<file path="src/rtl/chstat_pkg.sv">
package chstat_pkg;
    parameter int NUM_CHAN   = 2;
    parameter int BYTE_W     = 8;
    parameter int NUM_BYTES  = 24;
    parameter int IDX_W      = 8;
    parameter logic [BYTE_W-1:0] CRC_POLY = 8'hB8;
    parameter logic [BYTE_W-1:0] CRC_SEED = 8'hFF;

    localparam int NUM_FRAMES = NUM_BYTES * BYTE_W;
    localparam int BIT_SEL_W  = $clog2(BYTE_W);
    localparam int BYTE_SEL_W = $clog2(NUM_BYTES);
    localparam int CRC_BYTE   = NUM_BYTES - 1;

    // fixed field positions
    localparam int COPY_OK_BIT   = 2;
    localparam int CHAN_NUM_LSB  = 4;
    localparam logic [BYTE_W-1:0] RATE_32K_CODE = 8'h03;

    typedef logic [BYTE_W-1:0] byte_t;

    typedef struct packed {
        logic [IDX_W-1:0] walk;
        logic             ready;
    } seq_state_t;
endpackage

</file>
<file path="src/rtl/chstat_field_rom.sv">
module chstat_field_rom
    import chstat_pkg::*;
(
    input  logic [BYTE_SEL_W-1:0] byte_sel,
    input  logic                  right_chan,
    output byte_t                 value
);
    always_comb begin
        value = '0;
        unique case (byte_sel)
            BYTE_SEL_W'(0): value[COPY_OK_BIT] = 1'b1;
            BYTE_SEL_W'(2): value = right_chan ? byte_t'(2 << CHAN_NUM_LSB)
                                               : byte_t'(1 << CHAN_NUM_LSB);
            BYTE_SEL_W'(3): value = RATE_32K_CODE;
            default:        value = '0;
        endcase
    end
endmodule

</file>
<file path="src/rtl/chstat_crc_lane.sv">
module chstat_crc_lane
    import chstat_pkg::*;
(
    input  logic  clk,
    input  logic  rst_n,
    input  logic  step,
    input  logic  data_bit,
    output byte_t crc
);
    byte_t crc_d, crc_q;

    always_comb begin
        crc_d = crc_q;
        if (step) begin
            crc_d = crc_q >> 1;
            if (crc_q[0] ^ data_bit) begin
                crc_d = crc_d ^ CRC_POLY;
            end
        end
    end

    always_ff @(posedge clk) begin
        if (!rst_n) begin
            crc_q <= CRC_SEED;
        end else begin
            crc_q <= crc_d;
        end
    end

    assign crc = crc_q;
endmodule

</file>
<file path="src/rtl/chstat_gen.sv">
module chstat_gen
    import chstat_pkg::*;
(
    input  logic             clk,
    input  logic             rst_n,
    input  logic [IDX_W-1:0] frame_idx,
    input  logic             chan_sel,
    output logic             status_bit,
    output logic             ready
);
    seq_state_t st_d, st_q;
    byte_t      crc_w [NUM_CHAN];

    logic [BYTE_SEL_W-1:0] walk_byte;
    logic [BIT_SEL_W-1:0]  walk_bit;
    assign walk_byte = st_q.walk[BIT_SEL_W +: BYTE_SEL_W];
    assign walk_bit  = st_q.walk[BIT_SEL_W-1:0];

    // one feed path and one CRC lane per channel
    for (genvar ch = 0; ch < NUM_CHAN; ch++) begin : g_lane
        byte_t feed_byte;
        chstat_field_rom i_feed_rom (
            .byte_sel   (walk_byte),
            .right_chan (ch[0]),
            .value      (feed_byte)
        );
        chstat_crc_lane i_crc (
            .clk      (clk),
            .rst_n    (rst_n),
            .step     (!st_q.ready),
            .data_bit (feed_byte[walk_bit]),
            .crc      (crc_w[ch])
        );
    end

    // sequencer: one status bit per clock, both channels together
    always_comb begin
        st_d = st_q;
        if (!st_q.ready) begin
            if (st_q.walk == IDX_W'(NUM_FRAMES - 1)) begin
                st_d.ready = 1'b1;
                st_d.walk  = '0;
            end else begin
                st_d.walk = st_q.walk + 1'b1;
            end
        end
    end

    always_ff @(posedge clk) begin
        if (!rst_n) begin
            st_q <= '0;
        end else begin
            st_q <= st_d;
        end
    end

    // combinational read path
    logic [BYTE_SEL_W-1:0] rd_byte_sel;
    logic [BIT_SEL_W-1:0]  rd_bit_sel;
    byte_t                 rd_field;
    byte_t                 rd_byte;
    logic                  rd_in_range;

    assign rd_byte_sel = frame_idx[BIT_SEL_W +: BYTE_SEL_W];
    assign rd_bit_sel  = frame_idx[BIT_SEL_W-1:0];
    assign rd_in_range = frame_idx < IDX_W'(NUM_FRAMES);

    chstat_field_rom i_read_rom (
        .byte_sel   (rd_byte_sel),
        .right_chan (chan_sel),
        .value      (rd_field)
    );

    always_comb begin
        rd_byte = rd_field;
        if (rd_byte_sel == BYTE_SEL_W'(CRC_BYTE)) begin
            rd_byte = crc_w[chan_sel];
        end
    end

    assign status_bit = st_q.ready && rd_in_range && rd_byte[rd_bit_sel];
    assign ready      = st_q.ready;
endmodule

</file>
<file path="config.mk">
export PLATFORM = sky130hd
export DESIGN_NAME = chstat_gen
export DESIGN_NICKNAME = d
export VERILOG_FILES = /design/src/rtl/chstat_pkg.sv /design/src/rtl/chstat_field_rom.sv /design/src/rtl/chstat_crc_lane.sv /design/src/rtl/chstat_gen.sv
export SDC_FILE = /design/constraint.sdc
export NUM_CORES = 1
export LEC_CHECK = 0
export ABC_AREA = 1
export BUFFER_PORTS_ARGS = -buffer_cell sky130_fd_sc_hd__buf_2
export CAP_MARGIN = 5
export CORE_MARGIN = 2
export CORE_UTILIZATION = 62
export DETAILED_ROUTE_END_ITERATION = 7
export GPL_TIMING_DRIVEN = 0
export PLACE_DENSITY = 0.83
export SLEW_MARGIN = 20
export SYNTH_ARGS = -nofsm -noshare
export SYNTH_HDL_FRONTEND = slang
export SYNTH_SLANG_ARGS = --single-unit
</file>
<file path="constraint.sdc">
create_clock -name clk -period 2.4 [get_ports clk]
set_input_delay 0.36 -clock clk [delete_from_list [all_inputs] [get_ports clk]]
set_output_delay 0.36 -clock clk [all_outputs]
set_load 0.02 [all_outputs]
</file>
==> flow_metrics.py, run 1 <==
metrics = {
    "worst_setup_path": {
        "cp-endpoint": "status_bit",
        "rrSetupSlack_ps": 960,
        "cp.arrival_ps": 1560,
        "timing.rr.end": "st_q[6]",
        "end_kind": "output pin",
        "crit_start": "g_lane[0].i_crc.crc[0]",
        "reg2reg_depth": 8,
        "critical_path_required_ps": 2040,
        "r2r_start": "st_q[2]",
        "start_kind": "flop",
        "crit_path_max_fanout": 4,
        "criticalPathCategory": "flop to output pin",
    },
    "power": {
        "p_clk_frac": 0.221,
        "pwr-share-seq": 0.572,
        "ir_worst_vdd_uv": 417.5,
        "power_leakage_nw": 0.7881,
        "netSwitchingFraction": 0.3105,
        "internal_power_uw": 582.7,
        "power.net_switching_uw": 262.5,
        "power_frac_comb": 0.207,
        "power_density_nw_per_um2": 540.4,
    },
    "grt": {
        "track_usage": 0.2832,
        "antenna_found_initial": 0,
        "grt_overflow": 0,
        "grt_pass1_wl_um": 5789,
        "grt_max_degree": 14,
        "first_global_vias": 1378,
    },
    "cells_and_area": {
        "antennaDiodeCount": 0,
        "area_growth_pct": 8.038,
        "layout.nets": 250,
        "layout_commonest_cell": "nand3_1",
        "layout_common_cells": "nand3_1 (44), nand2_1 (43), inv_1 (25), dfxtp_1 (25), a21oi_1 (21)",
        "drive_gt1_frac": 0.1266,
    },
    "min_path": {
        "hold_path.class": "input pin to flop",
        "min_from": "rst_n",
    },
    "floorplanning": {
        "fp.dieW_um": 52.32,
        "ioPinCount": 13,
        "fp.dieArea_um2": 2737,
        "start_util": 0.6544,
        "core_um2": 2212,
        "fp.dieH_um": 52.32,
        "row_count": 17,
    },
    "route": {
        "firstDrtPassIters": 4,
        "vias": 1526,
        "wl_per_cell_um": 13.20,
        "drcViolationCount": 0,
        "via_per_inst": 5.758,
        "ant_nets": 0,
        "drt_iter0_drc": 63,
        "wl_um": 3498,
    },
    "sta": {
        "final.min_clock_period_ps": 1923,
        "worstMarginPinSlew_ps": 541.1,
        "max_freq_mhz": 520.1,
        "fin_skew_ps": 7.433,
        "grt_setup_unrepaired": "no",
        "setup_violations": 0,
        "hold_violations": 0,
        "relSlewSlack": 0.6393,
        "slew_viol_final": 0,
        "hold_slack_ps": 296.7,
        "finalSetupTns_ps": 0,
        "period_share": 0.8012,
    },
    "cts": {
        "postCtsHoldBufs": 0,
        "clk_path_buf_depth": 2,
        "cts_tree": "yes",
        "clock_latency_ps": 320,
        "cts_sinks": 25,
        "h-tree-depth": 1,
        "cts_buffers": 3,
        "cts_root_buffer": "clkbuf_4",
        "path_clk_slew_ps": 120,
        "cts_resized": 0,
        "cts_setup_buffers": 0,
    },
    "outcome": {
        "status": "finished, final reports clean",
    },
    "logic_synthesis": {
        "synth_nets": 234,
        "ys_ff_latch": 25,
        "ys_seq_area_frac": 0.3457,
        "syn_area_um2": 1448,
        "synth_area_per_cell_um2": 6.521,
        "ys.warnings.count": 0,
        "synth_cell_types": 24,
        "syn_inst": 222,
    },
    "placed_design": {
        "portBuffers": 11,
        "gp_congestion": 0.9361,
        "dp_hpwl_um": 2631,
    },
    "flow_run": {
        "cap_violations": 0,
    },
}
## cell usage after synthesis, drive strengths merged
master	instances	area (µm²)
nand2	51	216.5
nand3	46	240.2
dfxtp	25	500.5
inv	25	93.84
a21oi	21	105.1
nor2	17	63.81
o21ai	10	50.05
buf	5	37.53
o211ai	5	37.54
clkbuf	3	11.26
nor3	3	15.01
clkinv	2	7.510
nand4	2	12.51
or2	2	12.52
a211oi	1	7.510
ha	1	12.51
nor4	1	6.260
xnor2	1	8.760
xor2	1	8.760
## routing by layer
layer | vias to the layer above | GRT usage | routed length, µm
met3 | 8 | 0.04286 | 161
li1 | 771 | - | -
met2 | 50 | 0.5083 | 1745
met5 | - | 0 | 0
met1 | 697 | 0.3339 | 1537
met4 | 0 | 0.1111 | 55
## through the flow
step	power, mW	utilization	std cells	area, µm²	worst slack, ps
floorplan	0.6149	-	222	1448	666.9
global placement	0.6519	0.6951	261	1538	618.8
detailed placement	0.6631	0.6951	261	1538	555.5
CTS	0.8477	0.7070	265	1564	464.9
global route	0.8930	0.7070	265	1564	339.5
finish	0.8452	0.7070	265	1564	477.2
## registers in the layout (all words and copies together) (netlist names)
register          flops
g_lane.i_crc.crc     16
st_q                  8
ready                 1
## cell families after synthesis
family / Yosys count / synth area share
DFF: 25 / 0.3457
xor gates and xnor gates: 2 / 0.01210
buffers and inverters: 35 / 0.1037
adders and majority gates: 1 / 0.008642
and+or+nand+nor: 122 / 0.3915
AOI/OAI and AO/OA: 37 / 0.1383
## layout make-up
class	count	area, µm²
Inverter	27	101.3
Fill cell	189	648.1
Sequential cell	25	500.5
Timing Repair Buffer	11	55.05
Clock buffer	4	26.28
Buffer	8	48.80
Tap cell	28	35.03
Multi-Input combinational cell	162	797.0
## power groups by stage
stage	Sequential [mW]	Combinational [mW]	Clock, mW
after floorplan	0.481	0.134	0
after global placement	0.489	0.163	0
after detailed placement	0.491	0.172	0
after CTS	0.482	0.173	0.192
after global routing	0.488	0.201	0.205
final	0.484	0.175	0.186
## worst max-delay path, cell delays in order, from the launching register on
cell and delay (ps):
dfxtp_1 410, inv_1 110, o21ai_0 180, nand3_1 90, nand3_1 80, nand3_1 70
a21oi_1 140, buf_2 170
## worst min-delay path by stage
stage / to / slack (ps) / cells after the start
after floorplan: g_lane[1].i_crc.crc[2] / 450 / 2
after global placement: g_lane[1].i_crc.crc[1] / 470 / 2
after detailed placement: g_lane[1].i_crc.crc[2] / 480 / 2
after CTS: st_q[1] / 290 / 3
after global routing: st_q[1] / 320 / 3
final: st_q[1] / 300 / 3
No activity file was read; power rests on OpenSTA's default activity.
==> run 2, diff against run 1 <==
--- a/config.mk
+++ b/config.mk
@@ -9,10 +9,10 @@
 export BUFFER_PORTS_ARGS = -buffer_cell sky130_fd_sc_hd__buf_2
 export CAP_MARGIN = 5
 export CORE_MARGIN = 2
-export CORE_UTILIZATION = 62
+export CORE_UTILIZATION = 58
 export DETAILED_ROUTE_END_ITERATION = 7
 export GPL_TIMING_DRIVEN = 0
-export PLACE_DENSITY = 0.83
+export PLACE_DENSITY = 0.78
 export SLEW_MARGIN = 20
 export SYNTH_ARGS = -nofsm -noshare
 export SYNTH_HDL_FRONTEND = slang
==> constraint.sdc (replaced) <==
create_clock -name clk -period 2 [get_ports clk]
set_input_delay 0.3 -clock clk [delete_from_list [all_inputs] [get_ports clk]]
set_output_delay 0.3 -clock clk [all_outputs]
set_load 0.02 [all_outputs]
==> flow_metrics.py, run 2 (same netlist as run 1, synthesis figures left out) <==
metrics = {
    "outcome": {
        "status": "finished, final reports clean",
    },
    "cts": {
        "cts_sinks": 25,
        "cts_buffers": 3,
        "h-tree-depth": 1,
        "cts_tree": "yes",
        "cts_setup_buffers": 0,
        "clk_path_buf_depth": 2,
        "cts_root_buffer": "clkbuf_4",
        "clock_latency_ps": 320,
        "path_clk_slew_ps": 150,
    },
    "cells_and_area": {
        "layout_common_cells": "nand3_1 (44), nand2_1 (43), inv_1 (25)",
        "fin_cells": 267,
        "drive_gt1_frac": 0.1350,
        "layout_commonest_cell": "nand3_1",
        "seq_area_um2": 501.7,
        "largest_reg_flops": 16,
        "multi_input_area_um2": 797.0,
        "antennaDiodeCount": 0,
        "area_growth_pct": 8.383,
        "layout.nets": 250,
        "fillCellCount": 231,
    },
    "worst_setup_path": {
        "cp.arrival_ps": 1490,
        "cp_num_buf_inv": 2,
        "cpPeakStageDelay_ps": 390,
        "critPathMostFrequentCell": "nand3_1",
        "cpMaxStageDelayCell": "dfxtp_2",
        "critical_path_required_ps": 1700,
        "crit_path_max_fanout": 4,
        "reg2reg_depth": 8,
        "criticalPathCategory": "flop to output pin",
        "start_kind": "flop",
        "path_delay_family": "flip-flops",
        "path_cells": "inv_1 > o21ai_1 > nand3_1 > nand3_1 > nand3_1 > a21oi_1 > buf_2",
        "end_kind": "output pin",
        "cp.depth": 7,
    },
    "sta": {
        "finalSetupTns_ps": 0,
        "worstMarginPinSlew_ps": 502.6,
        "hold_violations": 0,
        "max_freq_mhz": 557.8,
        "final.min_clock_period_ps": 1793,
        "period_share": 0.8964,
        "fin_skew_ps": 19.59,
        "relSlewSlack": 0.6649,
        "slew_viol_final": 0,
        "grt_setup_unrepaired": "no",
        "setup_slack_ps": 207.3,
        "setup_violations": 0,
    },
    "route": {
        "via_per_inst": 5.566,
        "vias": 1486,
        "drt_iter0_drc": 64,
        "ant_nets": 0,
        "firstDrtPassIters": 4,
        "wl_per_cell_um": 12.68,
        "drcViolationCount": 0,
        "wl_um": 3385,
    },
    "min_path": {
        "min_path_cells": 3,
        "hold_path.class": "input pin to flop",
    },
    "floorplanning": {
        "fp.dieH_um": 53.96,
        "core_um2": 2410,
        "row_count": 18,
        "ioPinCount": 13,
        "fp.dieW_um": 53.96,
        "start_util": 0.6007,
        "fp.dieArea_um2": 2912,
    },
    "power": {
        "power_leakage_nw": 0.7904,
        "power_mw": 1.009,
        "ir_worst_vdd_uv": 463.4,
        "power_density_nw_per_um2": 643.0,
    },
    "grt": {
        "track_usage": 0.2576,
        "grt_max_degree": 15,
        "gr-usage-met2": 0.4431,
        "grt_use_met3": 0.03611,
        "first_global_vias": 1319,
        "grt-busiest-layer": "met2",
        "grt_overflow": 0,
        "grtUsageMet1": 0.2969,
        "grt_pass1_wl_um": 5361,
        "antenna_found_initial": 0,
    },
    "placed_design": {
        "dp.cells": 263,
        "gp_congestion": 0.8288,
        "portBuffers": 11,
        "dp_hpwl_um": 2636,
        "post-place-ws_ps": 304.5,
    },
    "flow_run": {
        "cap_violations": 0,
    },
}
[run 2: changes by cell type in the layout (fill, tap and decap cells not counted), sizes merged]
cell    before  now
clkinv       2    3
clkbuf       7    6
[run 2: tightest hold or removal path, cell delays in order]
cell	delay [ps]
buf_2	110
o21ai_0	70
a21oi_1	40
[run 2: stage by stage]
step,hold slack [ps],utilization,area [µm²]
floorplan,438.4,-,1448
global placement,468.0,0.6391,1540
detailed placement,479.1,0.6391,1540
CTS,213.1,0.6506,1568
global route,240.7,0.6511,1569
finish,222.5,0.6511,1569
[run 2: worst paths after layout]
path	endpoint	slack, ps	from
hold reg to reg	g_lane[0].i_crc.crc[1]	500	g_lane[0].i_crc.crc[2]
setup reg to reg	st_q[6]	530	st_q[2]
setup / recovery	status_bit	210	g_lane[0].i_crc.crc[0]
hold / removal	st_q[1]	220	rst_n
[run 2: routing by layer]
layer  vias to the layer above  part of all wire
met5                         -                 0
met4                         0             0.015
li1                        765                 -
met3                         6             0.057
met1                       669              0.42
met2                        46              0.50
[run 2: area by class of cell]
| type | count | area share |
|---|---|---|
| multi-input combinational | 162 | 0.5080 |
| buffer | 8 | 0.03110 |
| inverter | 27 | 0.06459 |
| clock inverter | 1 | 0.003190 |
| timing repair buffer | 11 | 0.03509 |
| tap | 30 | 0.02392 |
| clock buffer | 3 | 0.01435 |
| sequential | 25 | 0.3198 |
[run 2: what timing repair did]
action                                 4_1_cts  5_1_grt
gates resized for setup                      0        2
setup endpoints to repair                    0        1
endpoints found under the hold margin        0        0
hold buffers                                 0        0
[run 2: where the power goes]
part           switching [mW]  total, mW  internal [mW]
combinational           0.125      0.207         0.0825
clock                   0.148      0.223         0.0748
sequential             0.0394      0.578          0.539
total                   0.313       1.01          0.696
